`config.mk`:
```
export PLATFORM = sky130hd
export DESIGN_NAME = spi_oversampled_slave
export DESIGN_NICKNAME = d
export VERILOG_FILES = /design/src/rtl/spi_slv_pkg.sv /design/src/rtl/spi_slv_sync.sv /design/src/rtl/spi_slv_ctrl.sv /design/src/rtl/spi_slv_datapath.sv /design/src/rtl/spi_oversampled_slave.sv
export SDC_FILE = /design/constraint.sdc
export NUM_CORES = 1
export LEC_CHECK = 0
export BUFFER_PORTS_ARGS = -buffer_cell sky130_fd_sc_hd__buf_2
export CORE_ASPECT_RATIO = 0.6
export CORE_MARGIN = 2
export CORE_UTILIZATION = 40
export DETAILED_ROUTE_END_ITERATION = 16
export HOLD_SLACK_MARGIN = 0.05
export PLACE_DENSITY = 0.61
export SLEW_MARGIN = 5
export SYNTH_ARGS = -nofsm -noshare
export SYNTH_HDL_FRONTEND = slang
export SYNTH_SLANG_ARGS = --single-unit
```
`constraint.sdc`:
```
create_clock -name clk -period 1.4 [get_ports clk]
set_input_delay 0.14 -clock clk [delete_from_list [all_inputs] [get_ports clk]]
set_output_delay 0.14 -clock clk [all_outputs]
set_load 0.01 [all_outputs]
```
`src/rtl/spi_slv_pkg.sv`:
```
package spi_slv_pkg;
  typedef struct packed {
    logic clearAll;   // slave deselected: drop partial state
    logic startLoad;  // selection began: copy holding reg to shifter
    logic sampleIn;   // rising edge: shift in one data bit
    logic shiftOut;   // falling edge inside a byte: advance output
    logic nextLoad;   // falling edge at byte boundary: reload shifter
    logic byteDone;   // last bit of a byte was sampled
  } ctrlStrobes_t;
endpackage

```
`src/rtl/spi_slv_sync.sv`:
```
module spi_slv_sync #(
  parameter int WIDTH = 3,
  parameter int STAGES = 2,
  parameter logic [WIDTH-1:0] RESET_VAL = '0
) (
  input  logic             clk,
  input  logic             rstN,
  input  logic [WIDTH-1:0] asyncIn,
  output logic [WIDTH-1:0] syncOut
);
  logic [WIDTH-1:0] stageQ [STAGES];

  always_ff @(posedge clk or negedge rstN) begin
    if (!rstN) stageQ[0] <= RESET_VAL;
    else       stageQ[0] <= asyncIn;
  end

  for (genvar s = 1; s < STAGES; s++) begin : g_stage
    always_ff @(posedge clk or negedge rstN) begin
      if (!rstN) stageQ[s] <= RESET_VAL;
      else       stageQ[s] <= stageQ[s-1];
    end
  end

  assign syncOut = stageQ[STAGES-1];
endmodule

```
`src/rtl/spi_slv_ctrl.sv`:
```
module spi_slv_ctrl
  import spi_slv_pkg::*;
#(
  parameter int DATA_W = 8,
  localparam int CNT_W = (DATA_W > 1) ? $clog2(DATA_W) : 1
) (
  input  logic             clk,
  input  logic             rstN,
  input  logic             sckS,
  input  logic             ssS,
  output ctrlStrobes_t     strobes,
  output logic [CNT_W-1:0] bitCount,
  output logic             selected
);
  localparam logic [CNT_W-1:0] LAST_BIT = CNT_W'(DATA_W - 1);

  logic sckPrev, ssPrev;
  logic riseDet, fallDet;
  logic [CNT_W-1:0] bitCnt;

  always_ff @(posedge clk or negedge rstN) begin
    if (!rstN) begin
      sckPrev <= 1'b0;
      ssPrev  <= 1'b1;
    end else begin
      sckPrev <= sckS;
      ssPrev  <= ssS;
    end
  end

  always_comb begin
    selected = ~ssS;
    riseDet  = selected & sckS & ~sckPrev;
    fallDet  = selected & ~sckS & sckPrev;
    strobes.clearAll  = ssS;
    strobes.startLoad = selected & ssPrev;
    strobes.sampleIn  = riseDet;
    strobes.byteDone  = riseDet & (bitCnt == LAST_BIT);
    strobes.shiftOut  = fallDet & (bitCnt != '0);
    strobes.nextLoad  = fallDet & (bitCnt == '0);
  end

  always_ff @(posedge clk or negedge rstN) begin
    if (!rstN)            bitCnt <= '0;
    else if (ssS)         bitCnt <= '0;
    else if (riseDet)     bitCnt <= (bitCnt == LAST_BIT) ? '0 : bitCnt + 1'b1;
  end

  assign bitCount = bitCnt;
endmodule

```
`src/rtl/spi_slv_datapath.sv`:
```
module spi_slv_datapath
  import spi_slv_pkg::*;
#(
  parameter int DATA_W = 8
) (
  input  logic              clk,
  input  logic              rstN,
  input  ctrlStrobes_t      strobes,
  input  logic              mosiS,
  input  logic [DATA_W-1:0] txData,
  input  logic              txLoad,
  input  logic              flagClear,
  output logic              misoBit,
  output logic [DATA_W-1:0] txHold,
  output logic [DATA_W-1:0] rxBuffer,
  output logic              doneFlag
);
  logic [DATA_W-1:0] txShift;
  logic [DATA_W-1:0] rxShift;
  logic [DATA_W-1:0] rxNext;

  assign rxNext = {rxShift[DATA_W-2:0], mosiS};

  always_ff @(posedge clk or negedge rstN) begin
    if (!rstN)       txHold <= '0;
    else if (txLoad) txHold <= txData;
  end

  always_ff @(posedge clk or negedge rstN) begin
    if (!rstN)                                   txShift <= '0;
    else if (strobes.startLoad || strobes.nextLoad) txShift <= txHold;
    else if (strobes.shiftOut)                   txShift <= {txShift[DATA_W-2:0], 1'b0};
  end

  always_ff @(posedge clk or negedge rstN) begin
    if (!rstN)                 rxShift <= '0;
    else if (strobes.clearAll) rxShift <= '0;
    else if (strobes.sampleIn) rxShift <= rxNext;
  end

  always_ff @(posedge clk or negedge rstN) begin
    if (!rstN)                 rxBuffer <= '0;
    else if (strobes.byteDone) rxBuffer <= rxNext;
  end

  always_ff @(posedge clk or negedge rstN) begin
    if (!rstN)                 doneFlag <= 1'b0;
    else if (strobes.byteDone) doneFlag <= 1'b1;
    else if (flagClear)        doneFlag <= 1'b0;
  end

  assign misoBit = txShift[DATA_W-1];
endmodule

```
`src/rtl/spi_oversampled_slave.sv`:
```
module spi_oversampled_slave
  import spi_slv_pkg::*;
#(
  parameter int DATA_W = 8,
  parameter int SYNC_STAGES = 2,
  localparam int CNT_W = (DATA_W > 1) ? $clog2(DATA_W) : 1
) (
  input  logic              clk,
  input  logic              rstN,
  input  logic              sckPin,
  input  logic              mosiPin,
  input  logic              ssPin,
  input  logic              misoEnable,
  input  logic [DATA_W-1:0] txData,
  input  logic              txLoad,
  input  logic              flagClear,
  output logic              misoOut,
  output logic              misoOe,
  output logic [DATA_W-1:0] rxData,
  output logic              doneFlag
);
  logic [2:0]        pinSync;
  logic              sckSync, mosiSync, ssSync;
  logic              selected;
  ctrlStrobes_t      strobes;
  logic [CNT_W-1:0]  bitCount;
  logic [DATA_W-1:0] txHold;
  logic              misoBit;

  spi_slv_sync #(.WIDTH(3), .STAGES(SYNC_STAGES), .RESET_VAL(3'b100)) i_sync (
    .clk(clk), .rstN(rstN),
    .asyncIn({ssPin, mosiPin, sckPin}),
    .syncOut(pinSync)
  );
  assign {ssSync, mosiSync, sckSync} = pinSync;

  spi_slv_ctrl #(.DATA_W(DATA_W)) i_ctrl (
    .clk(clk), .rstN(rstN),
    .sckS(sckSync), .ssS(ssSync),
    .strobes(strobes), .bitCount(bitCount), .selected(selected)
  );

  spi_slv_datapath #(.DATA_W(DATA_W)) i_dp (
    .clk(clk), .rstN(rstN),
    .strobes(strobes), .mosiS(mosiSync),
    .txData(txData), .txLoad(txLoad), .flagClear(flagClear),
    .misoBit(misoBit), .txHold(txHold),
    .rxBuffer(rxData), .doneFlag(doneFlag)
  );

  assign misoOut = misoBit;
  assign misoOe  = selected & misoEnable;
endmodule

```
==> flow_summary.toml <==
[status]
outcome = "complete, but fails checks"
violations = "setup timing"

[setup_path]
endpoint_kind = "register"
cp_cell_sequence = "ha_2, ha_4, nor3b_4, buf_12, mux2_2"
regToRegSetupSlack_ns = -0.15
reg2reg_depth = 5
slowest_delay_ns = 0.39
criticalPathCategory = "register to register"
r2r-start = "i_ctrl.bitCount[1]$_DFFE_PN0P_"
startpoint_type = "register"
cp_max_fo = 9
critical_path_arrival_ns = 1.73
cpMaxStageDelayCell = "dfrtp_1"
cp.required_ns = 1.58
r2r_end = "i_dp.rxBuffer[0]$_DFFE_PN0P_"

[hold_path]
min_from = "txData[3]"
whs_endpoint = "i_dp.txHold[3]$_DFFE_PN0P_"
min_path_cells = 2
hold_path.class = "input port to register"

[sta]
fin_ws_ns = -0.150
slew_headroom = 0.679
worst_slew_pin_slew_ns = 0.481
min_period_ns = 1.55
fin_skew_ns = 0.00366
final.period_utilization = 1.11
finalHoldViolCount = 0
fmax_ghz = 0.645
rsz0062_at_grt = "yes"
finalSetupViolCount = 13
report.final.slew_viol_count = 0

[placed_design]
placed_area_um2 = 1970
dp_hpwl_um = 2130
place_congestion = 0.690
place.port_buffers = 26

[grt]
antenna_found_initial = 0
grtUsageTotal = 0.143
grt_overflow = 0
grt_max_degree = 20
grt_pass1_vias = 1021
grt_pass1_wl_um = 4950

[clock_tree]
htreeDepth = 2
cts-root-buf = "clkbuf_8"
cts_buffer_depth = 2
cts_inserted_buffers = 5
cts_tree = "done"
cts.sinks = 43
clk_latency_ns = 0.29
path_clk_slew_ns = 0.08

[logic_synthesis]
synthCells = 134
synthMostInstantiatedCell = "dfrtp_1"
synth-edff-count = 0
synth_common_cells = "dfrtp_1, nand2_1, mux2_2"
async_flop_share = 1.00
syn_area_um2 = 1690
synth-seq-cells = 43
ys_seq_area_frac = 0.640
synth_top_cell_area_share = 0.593
synth_area_leaders = "dfrtp_1, mux2_2, nand2_1, dfstp_2, mux2i_1"
synth_cell_type_count = 21
yosys_warnings = 0
ys.flop_type = "dfrtp_1"
syn-num-nets = 153
syn_avg_cell_area_um2 = 12.6
synth_top_cell_by_area = "dfrtp_1"

[route]
wire_per_inst_um = 12.8
antenna_left = 0
via_per_inst = 4.56
route.detailed.drc = 0
wl_um = 3050
vias = 1090
drtIter0Drc = 60
drtPass1Iterations = 4

[finish]
fillers = 362
final_area_um2 = 2140
drive_above_1_share = 0.385
n_antenna_cell = 0
ff_latch_area_um2 = 1080
nNetsFinal = 197
area_growth_syn_to_layout_pct = 26.6
multiInputGateArea_um2 = 596

[power]
power_frac_clock = 0.317
p_int_mw = 1.80
switching_share = 0.242
combPwrFrac = 0.104
peakVddDrop_uv = 541
switching_power_mw = 0.574
power_density_nw_per_um2 = 1110
p_leak_nw = 1.07
seqPwrFrac = 0.579
p_total_mw = 2.37

[floorplan]
core_area_um2 = 4080
dieArea_um2 = 4770
start_util = 0.414
rows = 18
dieWidth_um = 87.8
io_pins = 27
die_h_um = 54.3

[run]
maxCapViolations = 0
## cell type report
cell class / instances / area share
Clock buffer: 7 / 0.0357
Multi-Input combinational cell: 81 / 0.279
Timing Repair Buffer: 42 / 0.134
Sequential cell: 43 / 0.506
Clock inverter: 1 / 0.00234
Tap cell: 60 / 0.0351
Inverter: 5 / 0.00879
## timing repair
| action | 4_1_cts | 5_1_grt |
|---|---|---|
| endpoints found under the hold margin | 19 | 0 |
| gates cloned | 0 | 0 |
| hold buffers | 4 | 0 |
| gates resized for setup | 7 | 4 |
| buffers inserted | 2 | 0 |
| endpoints found under the setup margin | 14 | 16 |
## cell families after synthesis
| logic type | Yosys count | share of synthesized area |
|---|---|---|
| simple gates | 34 | 0.0964 |
| flops | 43 | 0.640 |
| buf+inv | 10 | 0.0230 |
| compound gates | 21 | 0.0697 |
| mux | 23 | 0.148 |
| fa+ha+maj | 3 | 0.0223 |
## routing by layer
layer / wire length, um / vias up / track usage / share of wire
li1: - / 536 / - / -
met1: 1600 / 530 / 0.207 / 0.52
met2: 1290 / 18 / 0.193 / 0.42
met3: 114 / 6 / 0.0468 / 0.037
met4: 43 / 0 / 0.0692 / 0.014
met5: 0 / - / 0 / 0
## metrics by stage
stage | cells | hold WS, ns | worst slack (ns) | util | setup TNS, ns
after floorplan | 134 | -0.156 | -0.101 | - | -0.810
after global placement | 225 | 0.0893 | -0.0752 | 0.484 | -0.544
after detailed placement | 225 | 0.101 | -0.148 | 0.484 | -1.24
after CTS | 239 | 0.0686 | -0.170 | 0.520 | -1.36
after global routing | 239 | 0.0731 | -0.205 | 0.524 | -2.42
final | 239 | 0.0712 | -0.150 | 0.524 | -1.24
## power by group through the flow
stage                     logic [mW]  clock network (mW)  registers [mW]
after floorplan                0.121                   0            1.39
after global routing           0.275               0.833            1.38
after global placement         0.213                   0            1.39
after CTS                      0.249               0.771            1.38
final                          0.247               0.752            1.38
after detailed placement       0.222                   0            1.40
## sequential cells by signal (all words and copies together), names as in the netlist
signal	cells
i_sync.stageQ	3
i_dp.rxShift	7
i_ctrl.bitCount	3
i_sync.syncOut	3
i_dp.doneFlag	1
i_dp.rxBuffer	8
i_ctrl.ssPrev	1
i_dp.txHold	8
i_ctrl.sckPrev	1
i_dp.txShift	8
## cell usage in the layout (no fill, tap or decap), types with 2 or more instances in the layout
cell type       n
o21ai_1         6
nand2_1        27
a21o_1          2
clkbuf_8        5
inv_1           5
dfrtp_1        40
clkbuf_1        2
dlygate4sd3_1   4
a21oi_1        10
buf_4          10
o21ai_0         2
mux2i_1         6
buf_2          26
buf_12          2
dfstp_2         3
mux2_2         16
## worst max path at each step
stage	endpoint	slack, ns	start
after floorplan	i_dp.rxBuffer[0]$_DFFE_PN0P_	-0.10	i_ctrl.bitCount[0]$_DFFE_PN0P_
after global placement	i_dp.txShift[3]$_DFFE_PN0P_	-0.08	i_ctrl.bitCount[0]$_DFFE_PN0P_
after detailed placement	i_dp.rxBuffer[4]$_DFFE_PN0P_	-0.15	i_ctrl.bitCount[0]$_DFFE_PN0P_
after CTS	i_dp.rxBuffer[0]$_DFFE_PN0P_	-0.17	i_ctrl.bitCount[1]$_DFFE_PN0P_
after global routing	i_dp.rxBuffer[5]$_DFFE_PN0P_	-0.21	i_ctrl.bitCount[1]$_DFFE_PN0P_
final	i_dp.rxBuffer[0]$_DFFE_PN0P_	-0.15	i_ctrl.bitCount[1]$_DFFE_PN0P_
## critical path, delay by kind of cell (launching register included)
kind | cells | cell delay, ns
buffers and inverters | 1 | 0.15
muxes | 1 | 0.33
adders and majority gates | 2 | 0.35
and+or+nand+nor | 1 | 0.21
DFF | 1 | 0.39
No activity file was read; power rests on OpenSTA's default activity.
